==> config.mk <==
export PLATFORM = sky130hd
export DESIGN_NAME = ctlpin_enable_ctrl
export DESIGN_NICKNAME = d
export VERILOG_FILES = /design/src/rtl/ctlpin_pkg.sv /design/src/rtl/ctlpin_sync.sv /design/src/rtl/ctlpin_filter.sv /design/src/rtl/ctlpin_pulldown.sv /design/src/rtl/ctlpin_outreg.sv /design/src/rtl/ctlpin_enable_ctrl.sv
export SDC_FILE = /design/constraint.sdc
export NUM_CORES = 1
export LEC_CHECK = 0
export BUFFER_PORTS_ARGS = -buffer_cell sky130_fd_sc_hd__buf_2
export CELL_PAD_IN_SITES_DETAIL_PLACEMENT = 1
export CELL_PAD_IN_SITES_GLOBAL_PLACEMENT = 1
export CORE_ASPECT_RATIO = 0.5
export CORE_MARGIN = 1
export CORE_UTILIZATION = 39
export CTS_BUF_LIST = sky130_fd_sc_hd__clkbuf_16
export DETAILED_ROUTE_END_ITERATION = 8
export PLACE_DENSITY = 0.84
export SLEW_MARGIN = 30
export SYNTH_ARGS = -nofsm -noshare
export SYNTH_HDL_FRONTEND = slang
export SYNTH_SLANG_ARGS = --single-unit
==> constraint.sdc <==
create_clock -name clk -period 1.75 [get_ports clk]
set_clock_uncertainty 0.15 [all_clocks]
set_input_delay 0.35 -clock clk [delete_from_list [all_inputs] [get_ports clk]]
set_output_delay 0.35 -clock clk [all_outputs]
set_load 0.02 [all_outputs]
==> src/rtl/ctlpin_pkg.sv <==
package ctlpin_pkg;
  localparam int CODE_W = 4;
  localparam int MV_W   = 12;

  typedef logic [CODE_W-1:0] code_t;
  typedef logic [MV_W-1:0]   mv_t;

  function automatic mv_t code_to_mv(input code_t c);
    mv_t r;
    case (c)
      4'd1:    r = 12'd800;
      4'd2:    r = 12'd1000;
      4'd3:    r = 12'd1100;
      4'd4:    r = 12'd1200;
      4'd5:    r = 12'd1350;
      4'd6:    r = 12'd1500;
      4'd7:    r = 12'd1600;
      4'd8:    r = 12'd1800;
      4'd9:    r = 12'd2000;
      4'd10:   r = 12'd2500;
      4'd11:   r = 12'd2800;
      4'd12:   r = 12'd3000;
      4'd13:   r = 12'd3300;
      4'd14:   r = 12'd3400;
      4'd15:   r = 12'd3600;
      default: r = '0;
    endcase
    return r;
  endfunction
endpackage

==> src/rtl/ctlpin_sync.sv <==
module ctlpin_sync #(
  parameter int WIDTH  = 4,
  parameter int STAGES = 2
) (
  input  logic             clk,
  input  logic             rst_n,
  input  logic [WIDTH-1:0] async_i,
  output logic [WIDTH-1:0] sync_o
);
  logic [WIDTH-1:0] stage_q [STAGES];

  generate
    for (genvar s = 0; s < STAGES; s++) begin : g_stage
      if (s == 0) begin : g_first
        always_ff @(posedge clk or negedge rst_n) begin
          if (!rst_n) stage_q[s] <= '0;
          else        stage_q[s] <= async_i;
        end
      end else begin : g_next
        always_ff @(posedge clk or negedge rst_n) begin
          if (!rst_n) stage_q[s] <= '0;
          else        stage_q[s] <= stage_q[s-1];
        end
      end
    end
  endgenerate

  assign sync_o = stage_q[STAGES-1];
endmodule

==> src/rtl/ctlpin_filter.sv <==
module ctlpin_filter
  import ctlpin_pkg::*;
#(
  parameter int FILT_LEN = 4
) (
  input  logic  clk,
  input  logic  rst_n,
  input  code_t code_i,
  output code_t code_o
);
  localparam int CNT_W = $clog2(FILT_LEN + 1);
  localparam logic [CNT_W-1:0] CNT_MAX = CNT_W'(FILT_LEN - 1);

  code_t            cand_q;
  code_t            acc_q;
  logic [CNT_W-1:0] cnt_q;

  // Zero bypasses the filter; nonzero codes must be stable for FILT_LEN samples.
  always_ff @(posedge clk or negedge rst_n) begin
    if (!rst_n) begin
      cand_q <= '0;
      acc_q  <= '0;
      cnt_q  <= '0;
    end else if (code_i == '0) begin
      cand_q <= '0;
      acc_q  <= '0;
      cnt_q  <= '0;
    end else if (code_i != cand_q) begin
      cand_q <= code_i;
      cnt_q  <= '0;
    end else if (cnt_q == CNT_MAX) begin
      acc_q  <= cand_q;
    end else begin
      cnt_q  <= cnt_q + 1'b1;
    end
  end

  assign code_o = acc_q;
endmodule

==> src/rtl/ctlpin_pulldown.sv <==
module ctlpin_pulldown #(
  parameter int WIDTH = 4
) (
  input  logic             clk,
  input  logic             rst_n,
  input  logic [WIDTH-1:0] pin_sync_i,
  output logic [WIDTH-1:0] pd_en_o
);
  logic             all_low;
  logic [WIDTH-1:0] released_q;

  assign all_low = (pin_sync_i == '0);

  generate
    for (genvar i = 0; i < WIDTH; i++) begin : g_pin
      always_ff @(posedge clk or negedge rst_n) begin
        if (!rst_n)       released_q[i] <= 1'b0;
        else if (all_low) released_q[i] <= 1'b0;
        else if (pin_sync_i[i]) released_q[i] <= 1'b1;
      end
    end
  endgenerate

  assign pd_en_o = ~released_q;
endmodule

==> src/rtl/ctlpin_outreg.sv <==
module ctlpin_outreg
  import ctlpin_pkg::*;
(
  input  logic  clk,
  input  logic  rst_n,
  input  code_t code_i,
  output logic  en_o,
  output logic  start_o,
  output mv_t   mv_o
);
  logic en_d;
  assign en_d = (code_i != '0);

  always_ff @(posedge clk or negedge rst_n) begin
    if (!rst_n) begin
      en_o    <= 1'b0;
      start_o <= 1'b0;
      mv_o    <= '0;
    end else begin
      en_o    <= en_d;
      start_o <= en_d & ~en_o;
      mv_o    <= code_to_mv(code_i);
    end
  end
endmodule

==> src/rtl/ctlpin_enable_ctrl.sv <==
module ctlpin_enable_ctrl
  import ctlpin_pkg::*;
#(
  parameter int SYNC_STAGES = 2,
  parameter int FILT_LEN    = 4
) (
  input  logic        clk,
  input  logic        rst_n,
  input  logic [3:0]  ctl_pin_i,
  output logic        conv_en_o,
  output logic [3:0]  pulldown_en_o,
  output logic [11:0] vout_mv_o,
  output logic        start_pulse_o
);
  code_t pin_sync;
  code_t code_acc;

  ctlpin_sync #(.WIDTH(CODE_W), .STAGES(SYNC_STAGES)) u_sync (
    .clk(clk), .rst_n(rst_n), .async_i(ctl_pin_i), .sync_o(pin_sync)
  );

  ctlpin_filter #(.FILT_LEN(FILT_LEN)) u_filt (
    .clk(clk), .rst_n(rst_n), .code_i(pin_sync), .code_o(code_acc)
  );

  ctlpin_pulldown #(.WIDTH(CODE_W)) u_pd (
    .clk(clk), .rst_n(rst_n), .pin_sync_i(pin_sync), .pd_en_o(pulldown_en_o)
  );

  ctlpin_outreg u_out (
    .clk(clk), .rst_n(rst_n), .code_i(code_acc),
    .en_o(conv_en_o), .start_o(start_pulse_o), .mv_o(vout_mv_o)
  );
endmodule

# Word level (Yosys, flattened, before mapping)
# Memory sizes are Yosys's and may differ from the RTL's. A register that Yosys moved wholly into a read port is not among the register bits.
# Index checks and enable logic that the tools add are counted.
# word_totals
memories	1
register_bits	37
mem_bits_ro	176
wordCells	47
in_bits	6
output_inout_bits	18
# op_classes
bitwise	3
n_eq_ne	4
n_addsub	1
n_mux	16
n_reduce_logical	10
# memory_table
name	words	width	read_ports	rd_ports_with_merged_regs	write_ports	line	text
(no name shown)	16	11	1	1	0	ctlpin_pkg.sv:10	case (c)
# ops
cell	n
4-bit two-way mux	5
2-bit nonzero test	6
3-bit two-way mux	3
1-bit two-way mux	8
4-bit zero test	1
4-bit != test	1
4-bit NOT	1
4-bit nonzero test	1
3-bit by 1-bit adder with 3-bit output, second input constant	1
3-bit by 2-bit equality test with 1-bit output, second input constant	1
3-bit by 1-bit != test with 1-bit output, second input constant	1
2-bit by 1-bit != test with 1-bit output, second input constant	1
2-bit AND reduction	1
1-bit bitwise AND	1
1-bit zero test	1
1-bit NOT	1

# Longest topological paths before layout
# depth
ltp_word	4
mapped_depth	6
mapped_depth_nobuf	6

# Hierarchy
# Synthesis repeated with hierarchy kept, for this count alone.
# unflattened
cells_unflattened	138
area_unflattened_um2	1602.8
# modules_own_cells
mod	seq_area_each_um2	cells_each	instances	area_each_um2
ctlpin_outreg	325.3	64	1	695.7
ctlpin_filter	275.3	45	1	510.5
ctlpin_sync	200.2	12	1	230.2
ctlpin_pulldown	100.1	17	1	166.4

# Worst setup path before layout
# Ideal clock, no wire load.
# synth_path
path_type	register -> register
from	reg u_sync.stage_q (netlist bit u_sync.sync_o[0])
to	reg u_filt.acc_q[3] (netlist: u_filt.code_o[3])
arrival_time_ps	1343
setup_time_ps	120
required_ps	1480
stages_incl_launch_ff	5
setup_slack_ps	138
synth_period_minus_slack_ps	1612
n_path_buf	0
path_cell_list	dfrtp_1 -> xor2_1 -> nor4_4 -> a211oi_1 -> a31o_1
# synth_between
elab_chain_cells	3
word_cells_on_any_way	6
cone_classes	eq/ne (2); mux (1); reduce/logical (3)
# synth_lines
element	line	text
start, declared	ctlpin_sync.sv:10	logic [WIDTH-1:0] stage_q [STAGES];
start signal, assigned by index	ctlpin_sync.sv:22	else stage_q[s] <= stage_q[s-1];
4-bit != test or 4-bit zero test (tied branches)	ctlpin_filter.sv:28, ctlpin_filter.sv:24	
2-bit by 1-bit != test with 1-bit output (no line) or 2-bit nonzero test (tied branches)	-	
2-bit AND reduction (no line)	-	
end signal, assigned	ctlpin_filter.sv:32	acc_q <= cand_q;
end, declared	ctlpin_filter.sv:15	code_t acc_q;
# Parallel ways exist; a longest one is shown, timed or not.
# A chain may end at the register's enable or synchronous reset.

==> flow_metrics.py <==
metrics = {
    "die": {
        "die_h_um": 46.2,
        "die_area_mm2": 0.00418,
        "start_util": 0.425,
        "placeableCoreArea_mm2": 0.00358,
        "chipWidth_um": 90.4,
        "num_rows": 15,
        "ioPinCount": 24,
    },
    "setup_path": {
        "r2r_end": "u_out.mv_o[2]$_DFF_PN0_",
        "cpPeakStageDelay_ns": 0.47,
        "critPathSlowestCell": "mux4_2",
        "worst_ep_required_time_ns": 1.74,
        "cp-end-kind": "flop",
        "crit_path_start_kind": "flop",
        "reg2regPathDepth": 3,
        "cp-endpoint": "u_out.mv_o[2]$_DFF_PN0_",
        "crit_fanout": 6,
        "crit_chain": "inv_1 > ha_1 > mux4_2",
        "worst-r2r-setup-slack_ns": 0.07,
        "crit_type": "flop to flop",
        "startpoint": "u_filt.code_o[0]$_DFFE_PN0P_",
        "crit_arrival_ns": 1.67,
        "reg2reg_from": "u_filt.code_o[0]$_DFFE_PN0P_",
    },
    "finish": {
        "num-nets-final": 174,
        "fin_cells": 211,
        "final_cell_mix": "36 x dfrtp_1, 22 x buf_2, 15 x nor2_1",
        "drive_gt1_frac": 0.281,
        "antennaDiodeCount": 0,
        "final_common_cell": "dfrtp_1",
        "syn_to_final_growth_pct": 23.5,
    },
    "drt": {
        "drc": 0,
        "drtIter0Drc": 51,
        "wl_per_cell_um": 13.8,
        "post_drt_via_cell_ratio": 4.82,
        "ant_nets": 0,
        "dr.pass1.iters": 4,
        "vias": 1018,
        "drt-total-wl_mm": 2.91,
    },
    "clocking": {
        "cts_tree": "yes",
        "htreeDepth": 2,
        "cts-buffers-inserted": 5,
        "insertion_delay_ns": 0.27,
        "cts_root_buf": "clkbuf_16",
        "clock-sinks": 36,
        "clk_pin_slew_ns": 0.05,
        "cts_buffer_depth": 2,
    },
    "synth": {
        "syn_area_mm2": 0.00152,
        "syn_nets": 147,
        "ys_warn_count": 0,
        "syn_inst": 132,
        "yosysSeqAreaShare": 0.591,
        "ys_types": 31,
        "synth_seq_cells": 36,
        "avgSynthCellArea_um2": 11.5,
    },
    "sta": {
        "setup_viol": 0,
        "relSlewSlack": 0.625,
        "tightest_slew_ns": 0.563,
        "maxSlewViolCount": 0,
        "rsz0062_at_grt": "true",
        "timing.fmax_ghz": 0.596,
        "setup_tns_ns": 0,
        "hold_viol": 0,
        "period_share": 0.958,
        "fin_crit_ns": 1.68,
    },
    "power_and_ir_drop": {
        "ir_drop_mv": 0.517,
        "power_leakage_nw": 0.966,
        "p_per_area_mw_per_mm2": 1020,
    },
    "job": {
        "cap_viol_max_count": 0,
    },
    "placed_design": {
        "dp_hpwl_mm": 1.90,
        "place_congestion": 0.812,
        "place_inst": 201,
        "portBuffers": 22,
    },
    "grt": {
        "grt_pass1_vias": 994,
        "grt_use_total": 0.155,
        "grt_max_degree": 37,
        "antenna_found_initial": 0,
        "grt_pass1_wl_mm": 4.74,
        "grt.overflow.total": 0,
    },
    "worst_hold_path": {
        "hold_class": "primary input to flop",
        "whs_path_depth": 1,
    },
    "outcome": {
        "outcome": "finished, final reports clean",
    },
}
## synth_stat cells
master          n  area, µm²
a211o_2         3       30.0
a211oi_1        1       7.51
a21boi_0        1       7.51
a21oi_1         4       20.0
a22oi_1         1       7.51
a31o_1          1       8.76
a31oi_1         1       6.26
and3_1          1       6.26
buf_4           1       7.51
clkbuf_1        8       30.0
conb_1          1       3.75
dfrtp_1        36        901
dlygate4sd3_1   1       10.0
ha_1            9        113
inv_1          10       37.5
mux2_2          1       11.3
mux2i_1         2       20.0
mux4_2          1       22.5
nand2_1        10       37.5
nand2b_1        2       12.5
nand3_1         3       15.0
nand3b_1        1       7.51
nor2_1         15       56.3
nor4_2          1       12.5
nor4_4          1       21.3
o211ai_1        1       7.51
o21ai_0         7       35.0
o221ai_1        1       8.76
o311ai_0        1       8.76
o31ai_1         1       7.51
xor2_1          5       43.8
## layer usage
layer  track usage  vias up  wire, µm
li1              -      487         -
met4        0.0677        0        48
met5             0        -         0
met1         0.174      495      1280
met3        0.0561        7       138
met2         0.278       29      1450
## stage by stage
stage               power (mW)  cell area, µm²  hold WS (ns)  setup slack (ns)  utilization
CTS                       1.94            1870        0.0263            0.0131        0.521
global route              1.98            1880        0.0217           -0.0326        0.525
finish                    1.92            1880        0.0308            0.0734        0.525
detailed placement       0.956            1700         0.186            0.0894        0.473
global placement         0.951            1700         0.182             0.150        0.473
floorplan                0.920            1520       -0.0956             0.138            -
## area by class of cell
cell class	count	area (µm²)
clock inverter	3	38.8
tap	51	63.8
clock buffer	5	125
fill	406	1700
sequential	36	901
timing repair buffer	30	173
multi-input combinational	76	543
inverter	10	37.5
## state kept, by name, indices dropped and copies added, names as in the netlist
name,cells
u_filt.cand_q,4
u_out.mv_o,11
u_pd.released_q,4
u_out.en_o,1
u_filt.code_o,4
u_sync.stage_q,4
u_sync.sync_o,4
u_out.start_o,1
u_filt.cnt_q,3
## repair_timing
| action | in CTS | in global routing |
|---|---|---|
| buffers inserted | 0 | 1 |
| endpoints found under the setup margin | 0 | 3 |
| hold buffers | 1 | 0 |
| gates resized for setup | 0 | 2 |
| hold endpoints to repair | 36 | 0 |
## how the worst min path moves through the flow
| stage | slack, ns | endpoint | start |
|---|---|---|---|
| final | 0.03 | u_sync.stage_q[4]$_DFF_PN0_ | ctl_pin_i[0] |
| after global routing | 0.02 | u_sync.stage_q[7]$_DFF_PN0_ | ctl_pin_i[3] |
| after CTS | 0.03 | u_sync.stage_q[4]$_DFF_PN0_ | ctl_pin_i[0] |
| after detailed placement | 0.19 | u_sync.sync_o[0]$_DFF_PN0_ | u_sync.stage_q[4]$_DFF_PN0_ |
| after global placement | 0.18 | u_sync.sync_o[1]$_DFF_PN0_ | u_sync.stage_q[5]$_DFF_PN0_ |
| after floorplan | -0.1 | u_filt.cand_q[0]$_DFFE_PN0P_ | rst_n |
## critical path, delay by kind of cell (launching register included)
family	cells	cell delay, ns
buffers and inverters	1	0.20
adders and majority gates	1	0.31
DFF	1	0.41
muxes	1	0.47
## report_power, final
group          leakage (nW)  total [mW]  switching (mW)  internal [mW]
logic                 0.424      0.0729          0.0473         0.0257
registers             0.457       0.870          0.0158          0.854
clock network        0.0850       0.976           0.313          0.663
total                 0.966        1.92           0.376           1.54
## logic make-up after synthesis
group                      count (synthesis)  synth area share
adders and majority gates                  9            0.0739
and+or+nand+nor                           34             0.111
DFF                                       36             0.591
buffers and inverters                     20            0.0558
other                                      1           0.00246
muxes                                      4            0.0353
xor gates and xnor gates                   5            0.0287
AOI/OAI and AO/OA                         23             0.102
Power figures use the tool's default switching activity.
